[src/rtl/irqd_pkg.sv]
package irqd_pkg;
  localparam int unsigned RegAddrW = 16;
  localparam int unsigned RegDataW = 32;
  localparam int unsigned EnBit    = 31;

  typedef enum logic [2:0] {
    WIN_NONE,
    WIN_SLOT_MAP,
    WIN_BOARD_MAP,
    WIN_SLOT_CLR,
    WIN_BOARD_CLR
  } win_e;

  function automatic win_e decode_window(input logic [RegAddrW-1:0] a);
    win_e w;
    w = WIN_NONE;
    if (a[15:6] == 10'h030)     w = WIN_SLOT_MAP;   // 0x0C00..0x0C3F
    else if (a[15:8] == 8'h10)  w = WIN_BOARD_MAP;  // 0x1000..0x10FF
    else if (a[15:8] == 8'h14)  w = WIN_SLOT_CLR;   // 0x1400..0x14FF
    else if (a[15:8] == 8'h18)  w = WIN_BOARD_CLR;  // 0x1800..0x18FF
    return w;
  endfunction
endpackage

[src/rtl/irqd_map_bank.sv]
module irqd_map_bank
  import irqd_pkg::*;
#(
  parameter int unsigned NUM_SLOT_GRP = 8,
  parameter int unsigned GRP_SIZE     = 4,
  parameter int unsigned NUM_BOARD    = 32,
  localparam int unsigned SGW  = $clog2(NUM_SLOT_GRP),
  localparam int unsigned BW   = $clog2(NUM_BOARD),
  localparam int unsigned NSLOT = NUM_SLOT_GRP * GRP_SIZE,
  localparam int unsigned NSRC  = NSLOT + NUM_BOARD
) (
  input  logic                clk,
  input  logic                rst_n,
  input  logic                wr_en,
  input  logic                rd_en,
  input  logic [RegAddrW-1:0] addr,
  input  logic [RegDataW-1:0] wdata,
  output logic [RegDataW-1:0] rdata,
  output logic [NSRC-1:0]     en_src,
  output logic [NSRC-1:0]     en_nxt,
  output logic                dis_slot_v,
  output logic [SGW-1:0]      dis_slot_grp,
  output logic                dis_board_v,
  output logic [BW-1:0]       dis_board_idx,
  output logic                clr_slot_v,
  output logic [SGW-1:0]      clr_slot_grp,
  output logic                clr_board_v,
  output logic [BW-1:0]       clr_board_idx
);
  localparam int unsigned GW = $clog2(GRP_SIZE);

  win_e                  win;
  logic [SGW-1:0]        smap_idx;
  logic [BW-1:0]         bmap_idx;
  logic [NUM_SLOT_GRP-1:0] sen_q, sen_d;
  logic [NUM_BOARD-1:0]    ben_q, ben_d;
  logic [RegDataW-1:0]   rdata_d, rdata_q;
  logic                  unused_bits;

  assign win      = decode_window(addr);
  assign smap_idx = addr[3 +: SGW];
  assign bmap_idx = addr[3 +: BW];
  assign unused_bits = ^{addr[2:0], wdata[EnBit-1:0]};

  // Only the enable bit is stored; the other fields are fixed patterns.
  for (genvar g = 0; g < NUM_SLOT_GRP; g++) begin : g_slot_en
    assign sen_d[g] = (wr_en && win == WIN_SLOT_MAP && smap_idx == SGW'(g))
                      ? wdata[EnBit] : sen_q[g];
    for (genvar k = 0; k < GRP_SIZE; k++) begin : g_src
      assign en_src[g*GRP_SIZE + k] = sen_q[g];
      assign en_nxt[g*GRP_SIZE + k] = sen_d[g];
    end
  end

  for (genvar b = 0; b < NUM_BOARD; b++) begin : g_board_en
    assign ben_d[b] = (wr_en && win == WIN_BOARD_MAP && bmap_idx == BW'(b))
                      ? wdata[EnBit] : ben_q[b];
    assign en_src[NSLOT + b] = ben_q[b];
    assign en_nxt[NSLOT + b] = ben_d[b];
  end

  // Events that may retire the outstanding request
  always_comb begin
    dis_slot_v    = wr_en && (win == WIN_SLOT_MAP)  && !wdata[EnBit];
    dis_slot_grp  = smap_idx;
    dis_board_v   = wr_en && (win == WIN_BOARD_MAP) && !wdata[EnBit];
    dis_board_idx = bmap_idx;
    clr_slot_v    = wr_en && (win == WIN_SLOT_CLR);
    clr_slot_grp  = addr[5 +: SGW];
    clr_board_v   = wr_en && (win == WIN_BOARD_CLR);
    clr_board_idx = addr[3 +: BW];
  end

  always_comb begin
    rdata_d = '0;
    unique case (win)
      WIN_SLOT_MAP: begin
        rdata_d = 32'h0000_07C0 | (RegDataW'(smap_idx) << GW);
        rdata_d[EnBit] = sen_q[smap_idx];
      end
      WIN_BOARD_MAP: begin
        rdata_d = 32'h0000_07E0 + RegDataW'(bmap_idx);
        rdata_d[EnBit] = ben_q[bmap_idx];
      end
      default: rdata_d = '0;
    endcase
  end

  always_ff @(posedge clk or negedge rst_n) begin
    if (!rst_n) begin
      sen_q <= '0;
      ben_q <= '0;
    end else begin
      sen_q <= sen_d;
      ben_q <= ben_d;
    end
  end

  always_ff @(posedge clk or negedge rst_n) begin
    if (!rst_n) begin
      rdata_q <= '0;
    end else if (rd_en) begin
      rdata_q <= rdata_d;
    end
  end

  assign rdata = rdata_q;

  // read data only moves on a read strobe
  p_rdata_hold_r13: assert property (@(posedge clk) disable iff (!rst_n)
    !rd_en |=> $stable(rdata));

endmodule

[src/rtl/irqd_prio_pick.sv]
module irqd_prio_pick #(
  parameter int unsigned N = 8,
  localparam int unsigned IW = (N > 1) ? $clog2(N) : 1
) (
  input  logic [N-1:0]  cand,
  output logic          found,
  output logic [IW-1:0] idx
);
  always_comb begin
    found = |cand;
    idx   = '0;
    for (int i = N - 1; i >= 0; i--) begin
      if (cand[i]) idx = IW'(i);
    end
  end
endmodule

[src/rtl/irqd_dispatch.sv]
module irqd_dispatch #(
  parameter int unsigned NUM_SLOT_GRP = 8,
  parameter int unsigned GRP_SIZE     = 4,
  parameter int unsigned NUM_BOARD    = 32,
  localparam int unsigned SGW   = $clog2(NUM_SLOT_GRP),
  localparam int unsigned BW    = $clog2(NUM_BOARD),
  localparam int unsigned NSLOT = NUM_SLOT_GRP * GRP_SIZE,
  localparam int unsigned NSRC  = NSLOT + NUM_BOARD
) (
  input  logic            clk,
  input  logic            rst_n,
  input  logic [NSRC-1:0] irq_in,
  input  logic [NSRC-1:0] en_nxt,
  input  logic            dis_slot_v,
  input  logic [SGW-1:0]  dis_slot_grp,
  input  logic            dis_board_v,
  input  logic [BW-1:0]   dis_board_idx,
  input  logic            clr_slot_v,
  input  logic [SGW-1:0]  clr_slot_grp,
  input  logic            clr_board_v,
  input  logic [BW-1:0]   clr_board_idx,
  output logic [NSRC-1:0] vec_out
);
  localparam int unsigned GW    = $clog2(GRP_SIZE);
  localparam int unsigned REQ_W = $clog2(NSRC + 1);
  localparam int unsigned SCW   = $clog2(NSRC);
  localparam int unsigned ECW   = $clog2(NSLOT);
  localparam logic [REQ_W-1:0] NoReq = REQ_W'(NSRC);

  logic [NSRC-1:0]  pend_q, pend_prev_q;
  logic [REQ_W-1:0] req_q, req_d;
  logic             req_valid, req_is_slot, req_is_board, hit;
  logic [SGW-1:0]   req_grp;
  logic [BW-1:0]    req_bidx;
  logic             scan_found, edge_found;
  logic [SCW-1:0]   scan_idx;
  logic [ECW-1:0]   edge_idx;
  logic [NSLOT-1:0] slot_rise;

  assign slot_rise = pend_q[NSLOT-1:0] & ~pend_prev_q[NSLOT-1:0] & en_nxt[NSLOT-1:0];

  irqd_prio_pick #(.N(NSRC)) u_scan_pick (
    .cand  (pend_q & en_nxt),
    .found (scan_found),
    .idx   (scan_idx)
  );

  irqd_prio_pick #(.N(NSLOT)) u_edge_pick (
    .cand  (slot_rise),
    .found (edge_found),
    .idx   (edge_idx)
  );

  always_comb begin
    req_valid    = (req_q != NoReq);
    req_is_slot  = req_valid && (req_q < REQ_W'(NSLOT));
    req_is_board = req_valid && !req_is_slot;
    req_grp      = req_q[GW +: SGW];
    req_bidx     = BW'(req_q - REQ_W'(NSLOT));
    hit = (req_is_slot  && ((dis_slot_v  && dis_slot_grp  == req_grp) ||
                            (clr_slot_v  && clr_slot_grp  == req_grp))) ||
          (req_is_board && ((dis_board_v && dis_board_idx == req_bidx) ||
                            (clr_board_v && clr_board_idx == req_bidx)));
  end

  always_comb begin
    if (hit)                      req_d = NoReq;
    else if (req_valid && edge_found) req_d = REQ_W'(edge_idx);
    else if (req_valid)           req_d = req_q;
    else if (scan_found)          req_d = REQ_W'(scan_idx);
    else                          req_d = NoReq;
  end

  always_ff @(posedge clk or negedge rst_n) begin
    if (!rst_n) begin
      pend_q      <= '0;
      pend_prev_q <= '0;
      req_q       <= NoReq;
    end else begin
      pend_q      <= irq_in;
      pend_prev_q <= pend_q;
      req_q       <= req_d;
    end
  end

  for (genvar i = 0; i < NSRC; i++) begin : g_vec
    assign vec_out[i] = (req_q == REQ_W'(i));
  end

  // never more than one vector line
  p_onehot_vec_r3: assert property (@(posedge clk) disable iff (!rst_n)
    $onehot0(vec_out));

  // a matching clear empties the slot on the next edge
  p_clear_empty_r9: assert property (@(posedge clk) disable iff (!rst_n)
    hit |=> (vec_out == '0));

  // an outstanding request is held while nothing retires or preempts it
  p_held_r8: assert property (@(posedge clk) disable iff (!rst_n)
    (req_valid && !hit && !edge_found) |=> $stable(vec_out));

  // a rising on-board line alone never moves the request
  p_board_nopreempt_r7: assert property (@(posedge clk) disable iff (!rst_n)
    (req_valid && !hit && !edge_found &&
     ((pend_q[NSRC-1:NSLOT] & ~pend_prev_q[NSRC-1:NSLOT]) != '0))
    |=> $stable(vec_out));

endmodule

[src/rtl/irq_vector_dispatch.sv]
module irq_vector_dispatch
  import irqd_pkg::*;
#(
  parameter int unsigned NUM_SLOT_GRP = 8,
  parameter int unsigned GRP_SIZE     = 4,
  parameter int unsigned NUM_BOARD    = 32
) (
  input  logic                                       clk,
  input  logic                                       rst_n,
  input  logic [NUM_SLOT_GRP*GRP_SIZE+NUM_BOARD-1:0] irq_in,
  input  logic                                       reg_wr_en,
  input  logic                                       reg_rd_en,
  input  logic [RegAddrW-1:0]                        reg_addr,
  input  logic [RegDataW-1:0]                        reg_wdata,
  output logic [RegDataW-1:0]                        reg_rdata,
  output logic [NUM_SLOT_GRP*GRP_SIZE+NUM_BOARD-1:0] vec_out
);
  localparam int unsigned SGW  = $clog2(NUM_SLOT_GRP);
  localparam int unsigned BW   = $clog2(NUM_BOARD);
  localparam int unsigned NSRC = NUM_SLOT_GRP * GRP_SIZE + NUM_BOARD;

  logic            rst_meta_n, rst_sync_n;
  logic [NSRC-1:0] en_src, en_nxt;
  logic            dis_slot_v, dis_board_v, clr_slot_v, clr_board_v;
  logic [SGW-1:0]  dis_slot_grp, clr_slot_grp;
  logic [BW-1:0]   dis_board_idx, clr_board_idx;

  // Asynchronous assertion, synchronous release
  always_ff @(posedge clk or negedge rst_n) begin
    if (!rst_n) begin
      rst_meta_n <= 1'b0;
      rst_sync_n <= 1'b0;
    end else begin
      rst_meta_n <= 1'b1;
      rst_sync_n <= rst_meta_n;
    end
  end

  irqd_map_bank #(
    .NUM_SLOT_GRP (NUM_SLOT_GRP),
    .GRP_SIZE     (GRP_SIZE),
    .NUM_BOARD    (NUM_BOARD)
  ) u_map (
    .clk           (clk),
    .rst_n         (rst_sync_n),
    .wr_en         (reg_wr_en),
    .rd_en         (reg_rd_en),
    .addr          (reg_addr),
    .wdata         (reg_wdata),
    .rdata         (reg_rdata),
    .en_src        (en_src),
    .en_nxt        (en_nxt),
    .dis_slot_v    (dis_slot_v),
    .dis_slot_grp  (dis_slot_grp),
    .dis_board_v   (dis_board_v),
    .dis_board_idx (dis_board_idx),
    .clr_slot_v    (clr_slot_v),
    .clr_slot_grp  (clr_slot_grp),
    .clr_board_v   (clr_board_v),
    .clr_board_idx (clr_board_idx)
  );

  irqd_dispatch #(
    .NUM_SLOT_GRP (NUM_SLOT_GRP),
    .GRP_SIZE     (GRP_SIZE),
    .NUM_BOARD    (NUM_BOARD)
  ) u_disp (
    .clk           (clk),
    .rst_n         (rst_sync_n),
    .irq_in        (irq_in),
    .en_nxt        (en_nxt),
    .dis_slot_v    (dis_slot_v),
    .dis_slot_grp  (dis_slot_grp),
    .dis_board_v   (dis_board_v),
    .dis_board_idx (dis_board_idx),
    .clr_slot_v    (clr_slot_v),
    .clr_slot_grp  (clr_slot_grp),
    .clr_board_v   (clr_board_v),
    .clr_board_idx (clr_board_idx),
    .vec_out       (vec_out)
  );

  // the issued vector always belongs to an enabled source
  p_req_enabled_r11: assert property (@(posedge clk) disable iff (!rst_sync_n)
    (vec_out & ~en_src) == '0);

endmodule

[config.mk]
export PLATFORM = sky130hd
export DESIGN_NAME = irq_vector_dispatch
export DESIGN_NICKNAME = d
export VERILOG_FILES = /design/src/rtl/irqd_pkg.sv /design/src/rtl/irqd_map_bank.sv /design/src/rtl/irqd_prio_pick.sv /design/src/rtl/irqd_dispatch.sv /design/src/rtl/irq_vector_dispatch.sv
export SDC_FILE = /design/constraint.sdc
export NUM_CORES = 1
export LEC_CHECK = 0
export BUFFER_PORTS_ARGS = -buffer_cell sky130_fd_sc_hd__buf_4
export CAP_MARGIN = 25
export CORE_UTILIZATION = 34
export CTS_CLUSTER_SIZE = 30
export DETAILED_ROUTE_END_ITERATION = 8
export MAX_ROUTING_LAYER = met4
export PLACE_DENSITY_LB_ADDON = 0.1
export SYNTH_ARGS = -nofsm -noshare
export SYNTH_HDL_FRONTEND = slang
export SYNTH_SLANG_ARGS = --single-unit
export TNS_END_PERCENT = 50
[constraint.sdc]
create_clock -name clk -period 6 [get_ports clk]
set_input_delay 0.6 -clock clk [delete_from_list [all_inputs] [get_ports clk]]
set_output_delay 0.6 -clock clk [all_outputs]
set_load 0.005 [all_outputs]
==> flow_summary.yaml <==
setup_path:
  worst_path_largest_cell_delay_ps: 810
  cp.arrival_ps: 4440
  slowest_stage: "sky130_fd_sc_hd__mux2i_1"
  criticalPathCategory: "primary input to flop"
  crit_path_cell_trace: "buf_4, or4b_1, nor4_1, mux2i_1, o22ai_1, a2111oi_0, o221ai_1, a22o_1, a2111o_1, o211ai_1"
  crit_path_end_kind: "flop"
  critPathBufInv: 1
  critical_path_peak_fanout: 25
  worst_ep_required_time_ps: 6350
  critPathLaunchType: "primary input"
  critPathTopFamily: "compound AO/OA/AOI/OAI gates"
logic_synthesis:
  syn-cell-area_mm2: 0.00877
  synth-seq-cells: 153
  synth_edf_count: 0
  postSynth.asyncResetShare_pct: 100
  netlist-cell-type-count: 79
  postSynth.topFlopCell: "sky130_fd_sc_hd__dfrtp_1"
  post_synth.cell_area_avg_um2: 9.71
  postSynthCellCount: 903
  yosysSeqAreaShare_pct: 43.7
  ys.warnings.count: 0
clock_network:
  htree_levels: 4
  post_cts.repair.setup_buffers: 0
  cts.path.max_buffers: 2
  cts_root_buffer: "sky130_fd_sc_hd__clkbuf_16"
  cts.sink_count: 153
  worst_setup_hold_path_clk_slew_ps: 70
  tritoncts: "built"
  worst_skew_pair.late_latency_ps: 440
  cts-buffers-inserted: 17
routing:
  postRouteAntennaNets: 0
  routed_via_density: 5.29
  detail_route.drc_violations: 0
  detail_route.first_pass.iterations: 5
  dr_total_vias: 7297
  finalWirelength_um: 25100
  drt_iter0_drc: 534
  wl_per_cell_um: 18.2
timing:
  min_period_over_period_pct: 68.2
  grt_setup_unrepaired: "no"
  slew_violations: 0
  fin_tns_setup_ps: 0
  worst-slew-pin-transition_ps: 943
  fin_hold_ws_ps: 266
  final-setup-viol-count: 0
  timing_hold_violations_final: 0
  final_period_minus_worst_setup_slack_ps: 4090
  max_slew_margin_pct: 36.6
  setup_ws_ps: 1910
  worst_clock_skew_ps: 7.11
  fmax_mhz: 245
place:
  gp_routability_congestion: 0.865
  detailed_place.area_mm2: 0.0101
  port_buffers: 157
  dp_cells: 1346
  pre_cts_slack_ps: 1490
  post-dp-hpwl_um: 18600
power_and_ir_drop:
  power_per_cell_area_mw_per_mm2: 248
  power.static_leakage_nw: 4.69
  irDropWorstVdd_mv: 0.163
  post-layout-total-power_mw: 2.67
finish:
  growth_of_design_area_from_synthesis_to_finish_pct: 23.0
  fillers: 2484
  most_common_library_cell_in_the_layout_ignoring_fill_and_taps: "sky130_fd_sc_hd__buf_4"
  final_cells: 1379
  most-common-layout-cells: "166 x sky130_fd_sc_hd__buf_4, 151 x sky130_fd_sc_hd__dfrtp_1, 138 x sky130_fd_sc_hd__nor2_1, 72 x sky130_fd_sc_hd__nand2_1, 47 x sky130_fd_sc_hd__a21oi_1"
  num-nets-final: 1152
  register_area_mm2: 0.00383
  finish.utilization_pct: 42.7
  insertedDiodeCount: 0
  final_layout_size_suffix_gt1_share_pct: 26.8
  multi_input_area_mm2: 0.00449
  design_area_mm2: 0.0108
run_status:
  outcome: "finished, final reports clean"
global_routing:
  overflow: 0
  first_pass_grt_wire_length_um: 39700
  global_route.usage.total_pct: 20.0
  pin_count_of_the_biggest_net_entering_global_routing: 63
  first_global_vias: 7022
  antenna_found_initial: 0
floorplan:
  core.rowCount: 58
  core-area_mm2: 0.0253
  fp.dieH_um: 163
  die_width_um: 163
  initial_utilization_pct: 34.7
  design.die.area_mm2: 0.0264
  boundary_pin_count: 212
flow_run:
  max_cap_viol: 0
hold_path:
  tightest_hold_check_type: "primary input to flop"
-- routing by layer --
metal	GRT usage, %	vias up	routed length [um]
met3	3.13	22	1310
li1	-	3516	-
met2	29.4	232	10900
met4	5.10	0	286
met5	-	-	0
met1	28.6	3527	12500
-- synthesized netlist by cell type (3+ instances only) --
library cell,count,share of area [%]
sky130_fd_sc_hd__nand2_1,72,3.1
sky130_fd_sc_hd__a21o_1,4,0.34
sky130_fd_sc_hd__buf_4,24,2.1
sky130_fd_sc_hd__mux2_2,41,5.3
sky130_fd_sc_hd__or4b_1,8,0.91
sky130_fd_sc_hd__nor4_1,37,2.6
sky130_fd_sc_hd__buf_1,4,0.17
sky130_fd_sc_hd__nand2b_1,25,1.8
sky130_fd_sc_hd__a211oi_1,8,0.68
sky130_fd_sc_hd__xor2_1,5,0.50
sky130_fd_sc_hd__xnor2_1,3,0.30
sky130_fd_sc_hd__nor2b_1,18,1.3
sky130_fd_sc_hd__nor4_2,5,0.71
sky130_fd_sc_hd__inv_1,29,1.2
sky130_fd_sc_hd__nand3_1,13,0.74
sky130_fd_sc_hd__o221ai_1,3,0.30
sky130_fd_sc_hd__o21ai_0,23,1.3
sky130_fd_sc_hd__buf_2,8,0.46
sky130_fd_sc_hd__nor3_1,7,0.40
sky130_fd_sc_hd__a21oi_1,47,2.7
sky130_fd_sc_hd__a22oi_1,9,0.77
sky130_fd_sc_hd__mux2i_1,27,3.1
sky130_fd_sc_hd__a31oi_1,5,0.36
sky130_fd_sc_hd__nand4bb_1,6,0.77
sky130_fd_sc_hd__nor2_1,138,5.9
sky130_fd_sc_hd__buf_6,4,0.51
sky130_fd_sc_hd__o31ai_1,7,0.60
sky130_fd_sc_hd__nand3b_1,4,0.34
sky130_fd_sc_hd__nor4b_1,4,0.40
sky130_fd_sc_hd__clkbuf_1,32,1.4
sky130_fd_sc_hd__o21ai_1,3,0.17
sky130_fd_sc_hd__o211ai_1,7,0.60
sky130_fd_sc_hd__nand4b_1,9,0.90
sky130_fd_sc_hd__nand4_1,9,0.64
sky130_fd_sc_hd__mux4_2,12,3.1
sky130_fd_sc_hd__inv_2,3,0.13
sky130_fd_sc_hd__o32ai_1,6,0.60
sky130_fd_sc_hd__or3_1,4,0.29
sky130_fd_sc_hd__nor4_4,7,1.7
sky130_fd_sc_hd__o32a_1,3,0.34
sky130_fd_sc_hd__dfrtp_1,152,43
sky130_fd_sc_hd__or4bb_1,7,0.90
sky130_fd_sc_hd__o22ai_1,11,0.78
-- flip-flops by register name, indices dropped and copies added, names as in the netlist --
name	flops
u_disp.pend_q	64
u_disp.pend_prev_q	32
u_map.ben_q	32
u_map.rdata	8
u_map.sen_q	8
u_disp.req_q	7
rst_meta_n	1
rst_sync_n	1
-- report_power, final --
group,switching (mW),leakage (nW),internal [mW]
clock,0.501,0.326,0.756
sequential,0.0518,1.89,1.07
combinational,0.177,2.47,0.114
total,0.730,4.69,1.94
-- what timing repair did --
action	4_1_cts	5_1_grt
resized for setup	0	0
hold endpoints to repair	2	0
setup endpoints to repair	0	0
hold buffers	1	0
-- final timing paths --
kind / startpoint / to / slack (ps) / cells after the start
setup / recovery: reg_addr[6] / u_disp.req_q[0] / 1910 / 10
hold / removal: irq_in[31] / u_disp.pend_q[31] / 270 / 1
setup reg to reg: u_disp.req_q[3] / u_disp.req_q[1] / 3010 / 9
hold reg to reg: rst_sync_n / u_disp.pend_q[47] / 320 / 0
max in group asynchronous: rst_sync_n / u_disp.pend_q[6] / 4550 / 1
min in group asynchronous: rst_sync_n / u_disp.pend_q[47] / 320 / 0
-- logic make-up after synthesis --
| family | synth area share (%) |
|---|---|
| other | 0.0856 |
| XOR/XNOR | 0.799 |
| buffers and inverters | 5.94 |
| multiplexers | 11.6 |
| AO/OA/AOI/OAI | 12.8 |
| AND/OR/NAND/NOR | 25.1 |
| flip-flops | 43.7 |
-- cell type report --
cell class	instances	share of cell area, %
clock inverter	15	2.26
multi-input combinational	665	41.6
timing repair buffer	167	11.7
sequential	153	35.6
clock buffer	17	3.95
tap	330	3.83
inverter	32	1.11
(Power assumes the default switching activity.)
